[config.mk]
export PLATFORM = sky130hd
export DESIGN_NAME = sm_brg
export DESIGN_NICKNAME = d
export VERILOG_FILES = /design/src/rtl/sm_brg_pkg.sv /design/src/rtl/sm_brg_clamp.sv /design/src/rtl/sm_brg_hold.sv /design/src/rtl/sm_brg_core.sv /design/src/rtl/sm_brg.sv
export SDC_FILE = /design/constraint.sdc
export NUM_CORES = 1
export LEC_CHECK = 0
export ABC_AREA = 1
export BUFFER_PORTS_ARGS = -buffer_cell sky130_fd_sc_hd__buf_2
export CELL_PAD_IN_SITES_DETAIL_PLACEMENT = 1
export CELL_PAD_IN_SITES_GLOBAL_PLACEMENT = 2
export CORE_MARGIN = 2
export CORE_UTILIZATION = 30
export DETAILED_ROUTE_END_ITERATION = 16
export GPL_TIMING_DRIVEN = 0
export PLACE_DENSITY_LB_ADDON = 0.1
export SETUP_SLACK_MARGIN = 0.05
export SLEW_MARGIN = 40
export SYNTH_ARGS = -nofsm -noshare
export SYNTH_HDL_FRONTEND = slang
export SYNTH_SLANG_ARGS = --single-unit
[constraint.sdc]
create_clock -name clk_i -period 2.5 [get_ports clk_i]
set_clock_uncertainty 0.1 [all_clocks]
set_input_delay 0.125 -clock clk_i [delete_from_list [all_inputs] [get_ports clk_i]]
set_output_delay 0.125 -clock clk_i [all_outputs]
set_load 0.05 [all_outputs]
[src/rtl/sm_brg_pkg.sv]
package sm_brg_pkg;
    localparam int unsigned I2C_MIN_RELOAD = 3;

    typedef enum logic {
        MODE_SPI = 1'b0,
        MODE_I2C = 1'b1
    } bus_mode_e;
endpackage

[src/rtl/sm_brg_clamp.sv]
module sm_brg_clamp
    import sm_brg_pkg::*;
#(
    parameter int unsigned CNT_W = 8
) (
    input  logic [CNT_W-1:0] raw_i,
    input  bus_mode_e        mode_i,
    output logic [CNT_W-1:0] eff_o,
    output logic             illegal_o
);
    localparam logic [CNT_W-1:0] FLOOR = CNT_W'(I2C_MIN_RELOAD);

    always_comb begin
        illegal_o = (mode_i == MODE_I2C) && (raw_i < FLOOR);
        eff_o     = illegal_o ? FLOOR : raw_i;
    end
endmodule

[src/rtl/sm_brg_hold.sv]
module sm_brg_hold
    import sm_brg_pkg::*;
(
    input  bus_mode_e mode_i,
    input  logic      sclk_q_i,
    input  logic      line_i,
    output logic      hold_o
);
    always_comb begin
        hold_o = (mode_i == MODE_I2C) && sclk_q_i && !line_i;
    end
endmodule

[src/rtl/sm_brg_core.sv]
module sm_brg_core
    import sm_brg_pkg::*;
#(
    parameter int unsigned CNT_W = 8
) (
    input  logic             clk_i,
    input  logic             rst_ni,
    input  logic             idle_lvl_i,
    input  logic [CNT_W-1:0] load_i,
    input  logic             load_bad_i,
    input  logic             start_i,
    input  logic             done_i,
    input  logic             hold_i,
    output logic             sclk_o,
    output logic             rld_o,
    output logic             err_o
);
    typedef struct packed {
        logic             run;
        logic             phase;
        logic [CNT_W-1:0] cnt;
        logic             sclk;
        logic             rld;
        logic             err;
    } brg_state_t;

    brg_state_t st_d, st_q;

    always_comb begin
        st_d     = st_q;
        st_d.rld = 1'b0;
        if (start_i) begin
            st_d.run   = 1'b1;
            st_d.phase = 1'b0;
            st_d.cnt   = load_i;
            st_d.err   = st_q.err | load_bad_i;
        end else if (done_i) begin
            st_d.run   = 1'b0;
            st_d.phase = 1'b0;
        end else if (st_q.run && !hold_i) begin
            st_d.phase = ~st_q.phase;
            if (st_q.phase) begin
                if (st_q.cnt == '0) begin
                    st_d.cnt  = load_i;
                    st_d.sclk = ~st_q.sclk;
                    st_d.rld  = 1'b1;
                    st_d.err  = st_q.err | load_bad_i;
                end else begin
                    st_d.cnt = st_q.cnt - CNT_W'(1);
                end
            end
        end
    end

    always_ff @(posedge clk_i) begin
        if (!rst_ni) begin
            st_q       <= '0;
            st_q.sclk  <= idle_lvl_i;
        end else begin
            st_q <= st_d;
        end
    end

    assign sclk_o = st_q.sclk;
    assign rld_o  = st_q.rld;
    assign err_o  = st_q.err;
endmodule

[src/rtl/sm_brg.sv]
module sm_brg
    import sm_brg_pkg::*;
#(
    parameter int unsigned CNT_W = 8
) (
    input  logic             clk_i,
    input  logic             rst_ni,
    input  logic [CNT_W-1:0] reload_i,
    input  logic             i2c_mode_i,
    input  logic             spi_idle_i,
    input  logic             start_i,
    input  logic             done_i,
    input  logic             scl_sense_i,
    output logic             sclk_o,
    output logic             reload_o,
    output logic             cfg_err_o
);
    bus_mode_e        mode;
    logic [CNT_W-1:0] load_eff;
    logic             load_bad;
    logic             hold;
    logic             idle_lvl;

    assign mode     = i2c_mode_i ? MODE_I2C : MODE_SPI;
    assign idle_lvl = (mode == MODE_I2C) ? 1'b1 : spi_idle_i;

    sm_brg_clamp #(.CNT_W(CNT_W)) u_clamp (
        .raw_i     (reload_i),
        .mode_i    (mode),
        .eff_o     (load_eff),
        .illegal_o (load_bad)
    );

    sm_brg_hold u_hold (
        .mode_i   (mode),
        .sclk_q_i (sclk_o),
        .line_i   (scl_sense_i),
        .hold_o   (hold)
    );

    sm_brg_core #(.CNT_W(CNT_W)) u_core (
        .clk_i      (clk_i),
        .rst_ni     (rst_ni),
        .idle_lvl_i (idle_lvl),
        .load_i     (load_eff),
        .load_bad_i (load_bad),
        .start_i    (start_i),
        .done_i     (done_i),
        .hold_i     (hold),
        .sclk_o     (sclk_o),
        .rld_o      (reload_o),
        .err_o      (cfg_err_o)
    );
endmodule

# Word level (Yosys, flattened, before mapping)
# Index checks and enable logic that the tools add are counted.
[word_totals]
regBits = 13
latch_bits = 0
ram_bits = 0
mem_bits_ro = 0
in_bits = 15
out_inout_bits = 3
word_cells = 49
mem_count = 0
[op_classes]
n_addsub = 1
multipliers = 0
div = 0
order_cmp = 1
n_eq_ne = 6
shift = 0
mux = 14
bitwise_logic = 5
n_reduce_logical = 16
[op_table]
columns = ["cell", "count"]
rows = [
  ["2-to-1 mux 11 bit", 2],
  ["2-to-1 mux 8 bit", 2],
  ["2-to-1 mux 12 bit", 1],
  ["2-to-1 mux 10 bit", 1],
  ["logical NOT 8 bit", 1],
  ["< comparator 8 x 2 -> 1 bit (second input constant)", 1],
  ["nonzero test 2 bit", 4],
  ["subtractor 8 x 1 -> 8 bit (second input constant)", 1],
  ["2-to-1 mux 3 bit", 2],
  ["!= test 2 x 1 -> 1 bit (second input constant)", 3],
  ["!= test 2 bit (second input constant)", 3],
  ["2-to-1 mux 1 bit", 5],
  ["AND reduction 5 bit", 1],
  ["OR reduction 5 bit", 1],
  ["logical AND 1 bit", 4],
  ["NOT 1 bit", 4],
  ["AND reduction 4 bit", 1],
  ["AND reduction 3 bit", 1],
  ["OR reduction 3 bit", 1],
  ["logical NOT 1 bit", 2],
  ["2-to-1 mux 2 bit", 1],
  ["OR 1 bit", 1],
]

# Depth between registers and ports, before layout
# Gate-level depths: netlist of the first run.
[depth]
word_depth = 9
depth_mapped = 10
ltp_nobuf = 10

# Modules after synthesis
# Synthesis of the first run repeated with hierarchy kept, for this count alone.
[unflattened]
cells_unflattened = 148
hier_area_um2 = 965.9
[modules_own_cells]
columns = ["mod", "instances", "cells_per_inst", "area_each_um2", "seq_area_each_um2"]
rows = [
  ["sm_brg_core", 1, 128, 869.6, 270.3],
  ["sm_brg_clamp", 1, 15, 75.1, 0.0],
  ["sm_brg", 1, 3, 11.3, 0.0],
  ["sm_brg_hold", 1, 2, 10.0, 0.0],
]

# Least setup slack after synthesis of the first run
# No wires, ideal clock.
[synth_timing]
path_type = "reg-to-reg"
from = "register u_core.st_q (netlist bit u_core.sclk_o)"
to = "register u_core.st_q (netlist bit u_core.sclk_o), enable pin"
setup_time_ns = 0.291
arrival_ns = 1.226
t_required_ns = 2.109
slack_ns = 0.883
path_stages_with_launch = 6
n_path_buf = 0
synth_period_minus_slack_ns = 1.617
path_cell_list = "edfxtp_1 nand3_1 nand4_1 nor2_2 inv_1 nand2_1"
[synth_via]
elab_chain_len = 6
[synth_lines]
columns = ["element", "line_no", "source"]
rows = [
  ["start, declared", "sm_brg_core.sv:27", "brg_state_t st_d, st_q;"],
  ["start signal, assigned", "sm_brg_core.sv:60", "st_q <= st_d;"],
  ["logical AND 1 bit (2 in a row)", "sm_brg_hold.sv:10", "hold_o = (mode_i == MODE_I2C) && sclk_q_i && !line_i;"],
  ["logical NOT 1 bit", "sm_brg_core.sv:40", "end else if (st_q.run && !hold_i) begin"],
  ["logical AND 1 bit", "sm_brg_core.sv:40", ""],
  ["!= test 2 x 1 -> 1 bit (no source line)", "--", ""],
  ["AND reduction 5 bit (no source line)", "--", ""],
]
# No other way between the ends.
# A chain may end at the register's enable or synchronous reset.

# Worst setup path after layout of the first run
[layout_timing]
from = "register u_core.st_q[3] in the netlist's numbering"
to = "register u_core.st_q (netlist bit u_core.sclk_o), enable pin"
[layout_via]
elab_chain_len = 3
[layout_lines]
columns = ["element", "line_no", "source"]
rows = [
  ["logical NOT 8 bit", "sm_brg_core.sv:43", "if (st_q.cnt == '0) begin"],
  ["!= test 2 x 1 -> 1 bit (no source line)", "--", ""],
  ["AND reduction 5 bit (no source line)", "--", ""],
]
# No other way between the ends.

==> flow_summary.toml, run 1 <==
[route]
wirelength_mm = 2.83
antenna_left = 0
dr.pass1.iters = 4
drc_errors = 0
drt_iter0_markers = 39
wl_per_cell_um = 13.0
via_count = 997
viasPerCell = 4.57

[synthesis]
synth_most_common_cell = "nand2_1"
syn_area_per_cell_um2 = 6.26
synthCells = 154
ys.flop_type = "dfxtp_1"
yosysTopAreaCellShare_pct = 24.9
seq_area_frac_synth_pct = 28.1
synth_warnings = 0
yosys.area.top_type = "dfxtp_1"
synth_edf_count = 1
syn-cell-area_um2 = 963
async_reset_ff_share_pct = 0
synth.area.top_cells = "dfxtp_1 (25%), nand2_1 (14%), nand3_1 (11%)"
synth_commonest_cells = "nand2_1 (36), inv_1 (22), nand3_1 (21), nor2_1 (17), dfxtp_1 (12)"
syn_nets = 170
synth_cell_types = 24
ys_ff_latch = 13

[worst_setup_path]
crit_chain = "inv_1, ha_1, nand2_4, nor2_8, inv_4, nor2_2, inv_1, nand2_1"
cp_top_family = "simple AND/OR/NAND/NOR gates"
cp_common_cell = "inv_1"
critical_path_cell_count = 8
crit_fanout = 7
cp_slowest_cell = "dfxtp_1"
regToRegSetupSlack_ns = 0.76
worst_r2r_path_depth = 8
r2r_start = "u_core.st_q[3]"
reg2reg_to = "u_core.sclk_o"
cp-end-kind = "flip-flop"
setup.worst_path.start_class = "flip-flop"
path_class = "flip-flop to flip-flop"
worst_ep_arrival_time_ns = 1.66
path_buf_inv = 3
cpPeakStageDelay_ns = 0.32
crit_required_ns = 2.42

[timing]
tightest_slew_ns = 0.558
fin_crit_ns = 1.74
slew-limit-headroom_pct = 62.8
drv_slew = 0
setup_slack_ns = 0.761
max_clock_freq_mhz = 575
grt_setup_unrepaired = "false"
layout_worst_path_cycle_share_pct = 69.6
hold_viol = 0
setup_viol = 0
setup_tns_ns = 0

[cts]
post_cts_buffers = 0
cts_tree = "yes"
cts_sinks = 13
cts.path.max_buffers = 2
path_clk_slew_ns = 0.09
cts_resized = 0
clk_latency_ns = 0.29
htreeDepth = 1
cts_buffers = 3
root_buffer = "clkbuf_4"
hold_buffers = 0

[finish]
n_antenna_cell = 0
fin_nets = 191
regArea_um2 = 270
drive_above_1_share_pct = 23.0
n_fill_cell = 433
multiInputGateArea_um2 = 567
syn2layout_area_growth_pct = 16.8

[floorplan]
ioPinCount = 18
die_w_um = 60.7
initial_utilization_pct = 31.6
die_y_um = 60.7
core-area_um2 = 3050
die-area_um2 = 3680
num_rows = 20

[placement]
place_ws_ns = 0.746
dp_hpwl_mm = 2.17
portBuffers = 16
gp_congestion = 0.722

[power]
power_density_nw_per_um2 = 470
p_leak_nw = 0.551
power.total_w = 0.000529
max-vdd-ir-drop_mv = 0.179

[min_path]
holdPathEnd = "u_core.st_q[11]"
hp-start = "rst_ni"
whs_path_depth = 3
min_path_type = "input pin to flip-flop"

[grt]
antenna_found_initial = 0
grt_max_degree = 11
grt_pass1_vias = 1027
grt_pass1_wl_mm = 4.91
grt_usage_pct = 18.3
overflow = 0

[outcome]
status = "finished, final reports clean"

[job]
maxCapViolCount = 0
power by group:
part           switching [W]  total (W)  internal (W)
sequential         0.0000118   0.000232      0.000220
clock              0.0000836   0.000146     0.0000621
combinational      0.0000979   0.000151     0.0000530
cell usage in the layout (no fill, tap or decap):
cell      Yosys  final
inv_1        22     22
nand4_2       1      1
o21ai_0       3      3
nor2_4        2      2
edfxtp_1      1      1
ha_1          1      1
nor2_1       17     17
nand3_1      21     21
buf_2         0     16
clkbuf_1      1      2
a31oi_1       1      1
xor2_1        2      2
dfxtp_1      12     12
clkinv_1      2      2
nand4_1       4      4
a21oi_1      10     10
nand2_2       4      4
nand2_1      36     36
nor2_2        4      4
inv_4         1      1
nor2_8        1      1
o21ai_2       1      1
nand2_4       2      2
inv_2         4      4
buf_6         1      1
clkbuf_4      0      3
tightest hold or removal path, stage by stage:
cell and delay [ns]:
buf_2 0.12, nand3_1 0.08, nor2_1 0.04
flip-flops by register name, indices dropped and copies added (netlist names):
register and count:
u_core.st_q 10, u_core.rld_o 1, u_core.err_o 1, u_core.sclk_o 1
worst max-delay path by stage:
stage,start,to,slack (ns)
floorplan,u_core.sclk_o,u_core.sclk_o,0.88
global placement,u_core.st_q[3],u_core.sclk_o,0.77
detailed placement,u_core.st_q[3],u_core.sclk_o,0.75
CTS,u_core.st_q[3],u_core.sclk_o,0.73
global route,u_core.st_q[3],u_core.sclk_o,0.62
finish,u_core.st_q[3],u_core.sclk_o,0.76
per-stage QoR:
step	area, um2	cells	hold slack [ns]	utilization, %
final	1120	218	0.00898	36.8
after floorplan	963	154	0.157	-
after CTS	1120	218	0.00709	36.8
after detailed placement	1100	214	0.326	36.0
after global placement	1100	214	0.312	36.0
after global routing	1120	218	0.0283	36.8
kinds of logic (layout without fill, tap and decap cells):
| family | Yosys count | after routing | share of synthesized area [%] |
|---|---|---|---|
| adders and majority gates | 1 | 1 | 1.30 |
| buffers and inverters | 31 | 51 | 13.1 |
| and+or+nand+nor | 92 | 92 | 47.4 |
| DFF | 13 | 13 | 28.1 |
| xor gates and xnor gates | 2 | 2 | 1.82 |
| AOI/OAI and AO/OA | 15 | 15 | 8.31 |
routing by layer:
metal | part of all wire [%] | up-vias | wire (um) | GRT usage (%)
met5 | 0 | - | 0 | 0
met4 | 1.4 | 0 | 39 | 6.52
met3 | 2.6 | 5 | 73 | 2.13
met2 | 48 | 15 | 1370 | 32.0
met1 | 48 | 452 | 1350 | 23.2
li1 | - | 525 | - | -
cell type report:
cell class / count / share of cell area (%)
plain buffers: 2 / 1.33
clock buffers: 4 / 2.34
inverters: 29 / 9.90
multi-input cells: 110 / 50.4
flip-flops and latches: 13 / 24.0
well taps: 44 / 4.89
repair buffers: 16 / 7.12
No activity file was read; power rests on OpenSTA's default activity.
==> run 2, diff against run 1 <==
--- a/config.mk
+++ b/config.mk
@@ -5,7 +5,7 @@
 export SDC_FILE = /design/constraint.sdc
 export NUM_CORES = 1
 export LEC_CHECK = 0
-export ABC_AREA = 1
+export ABC_AREA = 0
 export BUFFER_PORTS_ARGS = -buffer_cell sky130_fd_sc_hd__buf_2
 export CELL_PAD_IN_SITES_DETAIL_PLACEMENT = 1
 export CELL_PAD_IN_SITES_GLOBAL_PLACEMENT = 2
==> constraint.sdc (replaced) <==
create_clock -name clk_i -period 1.62 [get_ports clk_i]
set_clock_uncertainty 0.1 [all_clocks]
set_input_delay 0.081 -clock clk_i [delete_from_list [all_inputs] [get_ports clk_i]]
set_output_delay 0.081 -clock clk_i [all_outputs]
set_load 0.05 [all_outputs]
==> run 2 against run 1 <==
  * The run now ends with setup timing left
  * Cell count decreased by 25%
  * Non-clock buffer count increased by 22
  * Sequential share of layout area decreased by 0.97 points
  * Synthesized cell count decreased by 39%
  * First-iteration DRC count decreased by 49%
  * Critical path depth decreased by 4
  * Synthesized area decreased by 18%
  * Core utilization increased by 11 points
  * Combinational power increased by 45%
  * Largest cell class unchanged
  * Highest routed layer unchanged
==> flow_summary.toml, run 2 <==
[synthesis]
synth_commonest_cells = "dfxtp_1 (12), a21oi_1 (8), nand2_1 (6), nor2_1 (6), nor3_1 (6)"
yosys.area.top_type = "dfxtp_1"
synth.area.top_cells = "dfxtp_1 (30%), a21oi_1 (5.1%), nor3_1 (3.8%)"
syn_area_per_cell_um2 = 8.41
synth_cell_types = 38
synth_edf_count = 1
ys_ff_latch = 13
synth_most_common_cell = "dfxtp_1"
syn-cell-area_um2 = 791
ys.flop_type = "dfxtp_1"
synthCells = 94
yosysTopAreaCellShare_pct = 30.4
synth_warnings = 0
syn_nets = 110
async_reset_ff_share_pct = 0
seq_area_frac_synth_pct = 34.2

[timing]
slew-limit-headroom_pct = 64.1
drv_slew = 0
grt_setup_unrepaired = "true"
fin_crit_ns = 1.79
max_clock_freq_mhz = 560
setup_viol = 7
hold_viol = 0
tightest_slew_ns = 0.539
setup_slack_ns = -0.166
hold_ws_ns = 0.0202
layout_worst_path_cycle_share_pct = 110

[worst_setup_path]
crit_fanout = 3
cp_top_family = "simple AND/OR/NAND/NOR gates"
crit_chain = "or3_4, or4_4, a2111oi_4, o31a_1"
path_buf_inv = 0
path_class = "flip-flop to flip-flop"
cpPeakStageDelay_ns = 0.44
cp_slowest_cell = "or4_4"
crit_required_ns = 1.74
worst_ep_arrival_time_ns = 1.91
cp-end-kind = "flip-flop"
setup.worst_path.start_class = "flip-flop"

[floorplan]
die-area_um2 = 3060
die_w_um = 55.3
core-area_um2 = 2480
ioPinCount = 18
die_y_um = 55.3
num_rows = 18
initial_utilization_pct = 31.9

[finish]
mostFrequentLayoutCells = "buf_2 (17), buf_4 (12), dfxtp_1 (9)"
n_antenna_cell = 0
fin_nets = 151
largest_register_ffs = 10
layout_commonest_cell = "buf_2"
syn2layout_area_growth_pct = 50.3
regMostFlops = "u_core.st_q"
drive_above_1_share_pct = 40.3

[grt]
grt_pass1_vias = 913
antenna_found_initial = 0
grt_usage_pct = 20.2
grt_pass1_wl_mm = 4.80
overflow = 0
grt_max_degree = 11

[cts]
root_buffer = "clkbuf_4"
cts_sinks = 13
cts.path.max_buffers = 2
htreeDepth = 1
cts_buffers = 3
clk_latency_ns = 0.28
cts_tree = "yes"
path_clk_slew_ns = 0.08

[route]
viasPerCell = 5.65
antenna_left = 0
drt_iter0_markers = 20
wirelength_mm = 2.90
via_count = 926
wl_per_cell_um = 17.7
dr.pass1.iters = 4
drc_errors = 0

[power]
p_switching_w = 0.000249
sequentialPowerShare_pct = 45.9
combPwrFrac_pct = 27.5
p_leak_nw = 0.470
p_int_w = 0.000546
power_density_nw_per_um2 = 669
power_frac_clock_pct = 26.6
max-vdd-ir-drop_mv = 0.399
netSwitchingFraction_pct = 31.3

[placement]
portBuffers = 17
dp_hpwl_mm = 1.77
place_ws_ns = -0.507
gp_congestion = 0.781

[outcome]
status = "complete, but fails checks"
failed_checks = "setup timing"

[job]
maxCapViolCount = 0

[min_path]
min_path_type = "input pin to flip-flop"
run 2: changes by cell type in the layout (fill, tap and decap cells not counted), moves of 11 or more:
| cell | before | now |
|---|---|---|
| buf_4 | 0 | 12 |
| inv_1 | 22 | 2 |
| nand2_1 | 36 | 6 |
| nand3_1 | 21 | 2 |
| nor2_1 | 17 | 6 |
run 2: worst reg2reg max path, delay by kind of cell, from the launching register on:
kind,cells,cell delay [ns]
AOI/OAI and AO/OA,2,0.47
DFF,1,0.34
and+or+nand+nor,2,0.83
run 2: final timing paths:
path	depth (start not counted)	slack, ns	start	end
setup / recovery	4	-0.17	u_core.st_q[4]	u_core.st_q[8]
hold / removal	3	0.02	spi_idle_i	u_core.sclk_o
setup reg to reg	4	-0.17	u_core.st_q[4]	u_core.st_q[8]
hold reg to reg	1	0.38	u_core.err_o	u_core.err_o
run 2: final cells by class:
class                      count  area, um2
multi-input combinational     73        573
tap                           30       37.5
fill                         308       1290
inverter                       4       15.0
clock buffer                   4       26.3
timing repair buffer          36        248
sequential                    13        274
buffer                         4       15.0
run 2: power by group through the flow:
| stage | clock network (W) | registers [W] | logic, W |
|---|---|---|---|
| 2_1_floorplan | 0 | 0.000369 | 0.0000967 |
| 3_3_place_gp | 0 | 0.000366 | 0.000152 |
| 3_5_place_dp | 0 | 0.000366 | 0.000154 |
| 4_1_cts | 0.000221 | 0.000362 | 0.000199 |
| 5_1_grt | 0.000239 | 0.000367 | 0.000240 |
| 6_report | 0.000211 | 0.000365 | 0.000219 |
run 2: logic make-up after synthesis:
family | after synthesis | share of synthesized area (%)
DFF | 13 | 34.2
AOI/OAI and AO/OA | 27 | 24.4
muxes | 1 | 1.27
buffers and inverters | 8 | 3.80
adders and majority gates | 1 | 1.58
xor gates and xnor gates | 4 | 4.43
and+or+nand+nor | 40 | 30.4
run 2: through the flow:
step	total power (W)	setup TNS, ns	instances	util (%)	cell area (um2)
final	0.000795	-0.948	164	48.0	1190
after global routing	0.000847	-1.71	164	48.0	1190
after CTS	0.000782	-0.585	160	46.3	1150
after detailed placement	0.000520	-2.49	141	36.9	913
after global placement	0.000518	-2.40	141	36.9	913
after floorplan	0.000466	-0.632	94	-	791
run 2: layer usage:
metal | part of all wire (%) | track usage (%) | vias to the layer above
met3 | 3.7 | 3.98 | 4
met5 | 0 | 0 | -
li1 | - | - | 440
met1 | 44 | 25.0 | 459
met2 | 52 | 36.4 | 23
met4 | 0.45 | 3.14 | 0
run 2: timing repair:
action | in CTS | in global routing
hold endpoints to repair | 4 | 0
buffers inserted | 10 | 4
gates resized for setup | 21 | 3
pin swaps | 10 | 3
setup endpoints to repair | 11 | 11
hold buffers | 5 | 0
==> run 3, diff against run 2 <==
--- a/config.mk
+++ b/config.mk
@@ -13,6 +13,7 @@
 export CORE_UTILIZATION = 30
 export DETAILED_ROUTE_END_ITERATION = 16
 export GPL_TIMING_DRIVEN = 0
+export MAX_ROUTING_LAYER = met4
 export PLACE_DENSITY_LB_ADDON = 0.1
 export SETUP_SLACK_MARGIN = 0.05
 export SLEW_MARGIN = 40
==> run 3 against run 2 <==
  * Global-route usage up 0.51 points
  * Worst setup slack better by 0.0018 ns
  * Largest cell class unchanged
  * Count of clock-buffer cells in the layout stayed put
  * The flow still finishes with violations (setup timing)
  * Combinational power about the same
==> flow_summary.toml, run 3 (synthesized netlist as in run 2, its figures left out) <==
[placement]
gp_congestion = 0.792
dp_hpwl_mm = 1.77
place_area_um2 = 913
place_inst = 141
portBuffers = 17

[route]
drc_errors = 0
antenna_left = 0
dr.pass1.iters = 4
drt_iter0_markers = 21
viasPerCell = 5.51
via_count = 903
wl_per_cell_um = 17.7
wirelength_mm = 2.91

[floorplan]
core-area_um2 = 2480
die_w_um = 55.3
die-area_um2 = 3060
ioPinCount = 18
num_rows = 18
die_y_um = 55.3
initial_utilization_pct = 31.9

[timing]
fin_crit_ns = 1.78
setup_slack_ns = -0.165
hold_viol = 0
drv_slew = 0
slew-limit-headroom_pct = 64.1
setup_tns_ns = -0.852
grt_setup_unrepaired = "true"
setup_viol = 7
tightest_slew_ns = 0.539
max_clock_freq_mhz = 560
layout_worst_path_cycle_share_pct = 110

[min_path]
hp-start = "reload_i[2]"
min_path_type = "input pin to flip-flop"
whs_path_depth = 2
holdPathEnd = "u_core.st_q[5]"

[cts]
cts_buffers = 3
clk_latency_ns = 0.28
htreeDepth = 1
cts_tree = "yes"
path_clk_slew_ns = 0.09
root_buffer = "clkbuf_4"
cts.path.max_buffers = 2
cts_sinks = 13

[finish]
drive_above_1_share_pct = 40.3
stdcell_area_um2 = 1190
layout_commonest_cell = "buf_2"
largest_register_ffs = 10
mostFrequentLayoutCells = "buf_2 (17), buf_4 (12), dfxtp_1 (9)"
n_antenna_cell = 0
instances_no_fill = 164
syn2layout_area_growth_pct = 50.3
fin_nets = 151
n_fill_cell = 308
regMostFlops = "u_core.st_q"

[worst_setup_path]
reg2reg_to = "u_core.st_q[8]"
regToRegSetupSlack_ns = -0.16
r2r_start = "u_core.st_q[4]"
worst_ep_arrival_time_ns = 1.91
path_class = "flip-flop to flip-flop"
setup.worst_path.start_class = "flip-flop"
worst_r2r_path_depth = 4
crit_fanout = 3
crit_required_ns = 1.74
cp-end-kind = "flip-flop"

[outcome]
status = "complete, but fails checks"
failed_checks = "setup timing"

[grt]
grt_pass1_wl_mm = 4.79
antenna_found_initial = 0
grt_pass1_vias = 917
use_met1_pct = 24.9
met3_usage_pct = 3.75
grt_usage_pct = 20.7
use_met2_pct = 36.6
grt_max_degree = 11
overflow = 0
grt-busiest-layer = "met2"

[job]
maxCapViolCount = 0

[power]
power_density_nw_per_um2 = 669
p_leak_nw = 0.470
max-vdd-ir-drop_mv = 0.400
-- run 3: cell counts in the layout (fill, tap and decap cells not counted) --
Identical to the previous run, type by type.
-- run 3: critical path, stage by stage (launching register included) --
cell	delay, ns
dfxtp_2	0.34
or3_4	0.39
or4_4	0.44
a2111oi_4	0.29
o31a_1	0.18
-- run 3: cell type report --
type | count | area [um2] | area share (%)
Inverter | 4 | 15.0 | 1.26
Multi-Input combinational cell | 73 | 573 | 48.2
Tap cell | 30 | 37.5 | 3.16
Buffer | 4 | 15.0 | 1.26
Timing Repair Buffer | 36 | 248 | 20.8
Clock buffer | 4 | 26.3 | 2.21
Sequential cell | 13 | 274 | 23.1
-- run 3: power by group --
group | switching (W) | internal (W) | total (W) | leakage [nW]
clock network | 0.000116 | 0.0000954 | 0.000211 | 0.0150
logic | 0.000110 | 0.000108 | 0.000219 | 0.345
registers | 0.0000232 | 0.000342 | 0.000365 | 0.110
-- run 3: worst max-delay path by stage --
stage,startpoint,to,slack (ns),cells past startpoint
after global routing,u_core.st_q[10],u_core.sclk_o,-0.24,4
after floorplan,u_core.sclk_o,u_core.sclk_o,-0.17,4
after CTS,u_core.st_q[4],u_core.st_q[8],-0.17,4
after detailed placement,u_core.st_q[3],u_core.sclk_o,-0.51,6
after global placement,u_core.st_q[3],u_core.sclk_o,-0.49,6
final,u_core.st_q[4],u_core.st_q[8],-0.16,4
-- run 3: per-stage QoR --
step	utilization, %	worst slack, ns	hold WS (ns)	power (W)
after floorplan	-	-0.173	0.0603	0.000466
after global placement	36.9	-0.486	0.185	0.000518
after detailed placement	36.9	-0.507	0.195	0.000520
after CTS	46.3	-0.167	0.00641	0.000782
after global routing	48.0	-0.243	0.0233	0.000847
final	48.0	-0.165	0.0209	0.000795
-- run 3: layer usage --
layer,vias to the layer above,share of wire (%)
li1,439,-
met2,18,52
met5,-,0
met3,2,3.2
met1,444,44
met4,0,0.34
-- run 3: timing repair --
item / 4_1_cts / 5_1_grt
setup buffers: 10 / 4
pin swaps: 10 / 3
endpoints found under the hold margin: 4 / 0
endpoints found under the setup margin: 11 / 11
resized for setup: 21 / 3
hold buffers: 5 / 0
